$ cat config.mk
export PLATFORM = sky130hd
export DESIGN_NAME = alu8f
export DESIGN_NICKNAME = d
export VERILOG_FILES = /design/src/rtl/alu8f.sv
export SDC_FILE = /design/constraint.sdc
export NUM_CORES = 1
export LEC_CHECK = 0
export ABC_AREA = 1
export BUFFER_PORTS_ARGS = -buffer_cell sky130_fd_sc_hd__buf_2
export CAP_MARGIN = 20
export CORE_MARGIN = 2
export CORE_UTILIZATION = 40
export DETAILED_ROUTE_END_ITERATION = 8
export GPL_TIMING_DRIVEN = 0
export PLACE_DENSITY = 0.59
export SLEW_MARGIN = 40
export SYNTH_ARGS = -nofsm -noshare
export SYNTH_HDL_FRONTEND = slang
export SYNTH_SLANG_ARGS = --single-unit
$ cat constraint.sdc
create_clock -name vclk -period 2.3
set_input_delay 0.115 -clock vclk [all_inputs]
set_output_delay 0.115 -clock vclk [all_outputs]
set_load 0.1 [all_outputs]
$ cat src/rtl/alu8f.sv
module alu8f #(
  parameter int WIDTH = 16
) (
  input  logic [2:0]       func,
  input  logic [WIDTH-1:0] opa,
  input  logic [WIDTH-1:0] opb,
  output logic [WIDTH-1:0] result,
  output logic             zero
);
  localparam int AMT_W = $clog2(WIDTH) + 1;

  localparam logic [2:0] F_ADD = 3'd0;
  localparam logic [2:0] F_SUB = 3'd1;
  localparam logic [2:0] F_INV = 3'd2;
  localparam logic [2:0] F_SHL = 3'd3;
  localparam logic [2:0] F_SHR = 3'd4;
  localparam logic [2:0] F_AND = 3'd5;
  localparam logic [2:0] F_OR  = 3'd6;
  localparam logic [2:0] F_SLT = 3'd7;

  logic [AMT_W-1:0] amt;
  logic             too_far;
  logic             less;

  assign amt     = opb[AMT_W-1:0];
  assign too_far = amt >= AMT_W'(WIDTH);
  assign less    = $signed(opa) < $signed(opb);

  always_comb begin
    case (func)
      F_ADD:   result = opa + opb;
      F_SUB:   result = opa - opb;
      F_INV:   result = ~opa;
      F_SHL:   result = too_far ? '0 : opa << amt;
      F_SHR:   result = too_far ? '0 : opa >> amt;
      F_AND:   result = opa & opb;
      F_OR:    result = opa | opb;
      F_SLT:   result = {{(WIDTH-1){1'b0}}, less};
      default: result = '0;
    endcase
  end

  assign zero = ~|result;
endmodule

==> Word level (Yosys, flattened, before mapping) <==
Index checks and enable logic that the tools add are counted.
{ "word_totals": {"n_memories": 0, "mem_bits_rw": 0, "latch_bits": 0, "mem_bits_ro": 0, "register_bits": 0, "input_bits": 35} }
{ "op_classes": {"shift": 2, "n_addsub": 2, "mux": 3, "reduce_logical": 3, "bitwise": 3, "n_lt_le_gt_ge": 2, "mul": 0, "eq_ne": 7, "div": 0} }
{ "op_table": {"columns": ["operator", "n"], "rows": [
  ["$pmux 16 s8", 1],
  ["$mux 16", 2],
  ["$add 16x16->16", 1],
  ["$and 16x16->16", 1],
  ["$lt 16x16->1", 1],
  ["$not 16->16", 1],
  ["$or 16x16->16", 1],
  ["$reduce_or 16->1", 1],
  ["$shl 16x5->16", 1],
  ["$shr 16x5->16", 1],
  ["$sub 16x16->16", 1],
  ["$eq 3x3->1 const B", 4],
  ["$eq 3x2->1 const B", 2],
  ["$ge 5x5->1 const B", 1],
  ["$eq 3x1->1 const B", 1],
  ["$logic_not 3->1", 1],
  ["$logic_not 1->1", 1]
]} }

==> Logic depth before layout (Yosys ltp) <==
{ "depth": {"ltp_word": 5, "ltp_mapped": 20} }

==> Worst setup path after synthesis <==
OpenSTA, ideal clock, no wires.
{ "synth_path": {"path_type": "input to output", "startpoint": "input port opb[2]", "endpoint": "output port zero", "t_required_ps": 2185, "n_path_buf": 3, "arrival_time_ps": 4050, "path_slack_ps": -1865, "cell_stages": 18, "cell_sequence": "buf_2 inv_1 buf_2 ha_1 buf_2 nor2_1 nand2_1 nand2_1 nand2_1 nand2_1 nand3_1 nand2_1 nand2_1 nand3_1 nand3_1 nor2_1 nand3_1 nor2_1"} }
{ "synth_between": {"elab_chain_len": 5, "word_cells_on_any_way": 13, "cone_classes": "2 x add/sub; 2 x order compare; 2 x shift; 3 x mux; 2 x bitwise; 2 x reduce/logical"} }
{ "synth_rtl": {"columns": ["item", "line", "source"], "rows": [
  ["start: declaration", "6", "input logic [WIDTH-1:0] opb,"],
  ["parallel branches: the longest is 2 deep, another holds $sub 16x16->16", null, null],
  ["$pmux 16 s8 (*)", "30", "case (func)"],
  ["net result[15]", "7", "output logic [WIDTH-1:0] result,"],
  ["$reduce_or 16->1 (*)", "43", "assign zero = ~|result;"],
  ["$logic_not 1->1 (*)", "43", null],
  ["end: declaration", "8", "output logic zero"]
]} }
Mark *: on every way through the listed nets, which the timed path passes.

==> Final worst setup path <==
{ "layout_path": {"startpoint": "input port opb[0]", "endpoint": "output port zero"} }
{ "layout_between": {"elab_chain_len": 5, "word_cells_on_any_way": 13, "cone_classes": "2 x add/sub; 2 x order compare; 2 x shift; 3 x mux; 2 x bitwise; 2 x reduce/logical"} }
{ "layout_rtl": {"columns": ["item", "line"], "rows": [
  ["parallel branches: the longest is 2 deep, another holds $sub 16x16->16", null],
  ["$pmux 16 s8 (*)", "30"],
  ["$reduce_or 16->1 (*)", "43"],
  ["$logic_not 1->1 (*)", "43"]
]} }
Every way passes the cells marked *.

==> results.md <==
- Worst-path maximum fanout: 11
- Netlist cell types: 34
- WP buf/inv: 5
- Seq cells: 0
- Final instance area: 6070 sq um
- Worst path cell trace: buf_4 -> buf_6 -> inv_4 -> buf_8 -> ha_2 -> or2_4 -> nand3_2 -> nand2_2 -> a21oi_2 -> nand3_1 -> nor2_2 -> nand2_2 -> nor2_4 -> nand3_4 -> nor2_4 -> buf_12
- Setup crit start kind: input port
- Post-route ant nets: 0
- Pwr/cell area: 300 nW/um^2
- Share of the synthesized area in the top cell type: 26.9%
- N_diodes: 0
- Area taken by multi-input logic gates: ~4500 sq um
- Seq pwr share: 0%
- CP top delay family: simple AND/OR/NAND/NOR gates
- Initial core utilization: 41.1%
- Violated checks: negative setup slack
- Top cells by area, synth: nand2_1 (27%), nand3_1 (19%), ha_1 (14%)
- Critical Path RT: roughly 2.2 ns
- First-pass GRT wire length: between 20000 and 30000 um
- Final TNS setup: -0.0729 ns
- WS Path Type: in -> out
- Final hold vios: 0
- Core Area: 10300 sq um
- Most common cell in the synthesized netlist: nand2_1
- Grt ovf: 0
- Slew Limit Headroom: 64.3%
- Area post-placement: between 4000 and 5000 sq um
- Die H: between 100 and 150 um
- FF/Latch Area: 0 sq um
- Fillers: 1097
- Initial antenna violation count: 0
- I/O Buffers: 52
- Sequential-to-total area share from yosys stat: 0%
- Critical Path AT: 2.26 ns
- Area leader, netlist: nand2_1
- Fmax: 0.421 GHz
- Vias in the first global route: 5370
- List of most frequent post-synthesis cells: nand2_1 (304), nand3_1 (161), inv_1 (108)
- DRC: 0
- Placed wire-length estimate: 14700 um
- Int Power: 0.592 mW
- Routed WL per cell: 17.2 um
- DRT iter0 DRCs: 684
- Pin count of the biggest net entering global routing: 12
- Number of core rows: 37
- Clk pwr share: 0%
- # hold bufs at CTS: 0
- Final worst setup slack: -0.0729 ns
- Die W: 107 um
- Layout cells sized above 1: 32.8%
- DR vias: 6189
- Final setup viols: 1
- I/O Pins: 52
- Synth Area per Inst: around 4.8 sq um
- RSZ-0062 raised after global routing: true
- Post-Syn Area: 4240 sq um
- Final #Nets: between 1000 and 1500
- Kind of end point of the critical path: output port
- Area grow syn2layout: 42.9%
- Status: finished, violations left
- Slowest stage delay, CP: 0.26 ns
- DR vias/cell: ~5.7
- Max Slew Vio Count: 0
- Final GP Congestion: 0.978
- Min-delay worst type: in -> out
- Synthesized instance count: just under 900
- Max_cap viols: 0
- Total routed wirelength: 18900 um
- Final cycle utilization of the critical path: 103%
- Detailed-router iteration count before antenna repair: 5
- VDD IR max: 0.203 mV
- Sw Pwr: between 1 and 1.5 mW
- Clkbuf count: 0
- Leakage: 3.13 nW
- Critical path's slowest cell: or2_4
- Die area: 11500 sq um
- Synth Net Count: ~960
- Final Critical Period: 2.37 ns
- Ys Warns: 0
- GRT Total Usage: 31.5%
- Sw frac: 67.5%
- Logic pwr share: 100.0%
- Slew @ Worst Pin: 0.531 ns
repair_timing:
action | CTS | global route
setup buffers | 17 | 15
pin swaps | 24 | 56
endpoints found under the setup margin | 13 | 15
gates resized for setup | 121 | 167
tightest hold or removal path, stage by stage:
cell and delay [ns]:
buf_2 0.16, inv_2 0.07, nor3_1 0.09, nand3_4 0.14, buf_4 0.12, a21boi_4 0.04
buf_6 0.18
layout make-up:
| type | count | area share (%) |
|---|---|---|
| multi-input combinational | 727 | 74.2 |
| timing repair buffer | 84 | 10.5 |
| inverter | 119 | 7.96 |
| buffer | 29 | 4.56 |
| tap | 136 | 2.81 |
cell families after synthesis:
group,Yosys count,synth area share (%)
compound gates,75,9.79
xor+xnor,2,0.413
fa+ha+maj,51,15.4
buf+inv,150,14.5
simple gates,599,59.9
placed cells by master, fill, tap and decap left out, types with 2 or more instances in the layout:
cell / instances
nor3_1: 6
inv_2: 24
buf_8: 4
a21oi_4: 4
clkbuf_4: 10
nand3_1: 135
nand3_2: 22
buf_2: 32
xor2_1: 2
nand4_1: 8
ha_4: 13
buf_12: 4
clkbuf_1: 2
o21bai_1: 5
o21ai_2: 2
o211ai_1: 5
o21ai_1: 4
inv_4: 5
nor3_2: 7
inv_8: 2
nor2_1: 60
nand3_4: 7
nand2_1: 258
buf_4: 42
a21oi_2: 17
fa_2: 2
nand2_2: 44
o22ai_1: 2
a21oi_1: 22
nand2_4: 4
nor2_2: 22
o21ai_0: 8
nor2_4: 18
inv_1: 85
buf_6: 16
ha_1: 35
or2_2: 3
metal layers:
metal,track usage [%],vias to the layer above,routed length [um]
met4,6.22,0,512
met1,45.2,2812,8010
li1,-,2982,-
met5,0,-,0
met3,5.23,44,2010
met2,49.5,351,8340
worst paths after layout:
kind                    end    start  cells after the start  slack, ns
setup / recovery       zero   opb[0]                     16      -0.07
hold / removal    result[0]  func[2]                      7       1.04
per-stage QoR:
step                std cells  hold slack, ns  utilization, %  total power, mW  setup WS, ns
detailed placement       1065            1.12            46.9             1.38        -0.892
floorplan                 877           0.621               -             1.04        -0.304
global route             1095            1.05            58.8             1.95        -0.151
global placement         1065            1.12            46.9             1.38        -0.875
CTS                      1081            1.02            52.1             1.55        -0.120
finish                   1095            1.04            58.8             1.82       -0.0729
power by group through the flow:
stage                     sequential (mW)  combinational [mW]  clock, mW
after CTS                               0                1.55          0
after global placement                  0                1.38          0
after global routing                    0                1.95          0
after detailed placement                0                1.38          0
final                                   0                1.82          0
after floorplan                         0                1.04          0
Power figures use the tool's default switching activity.
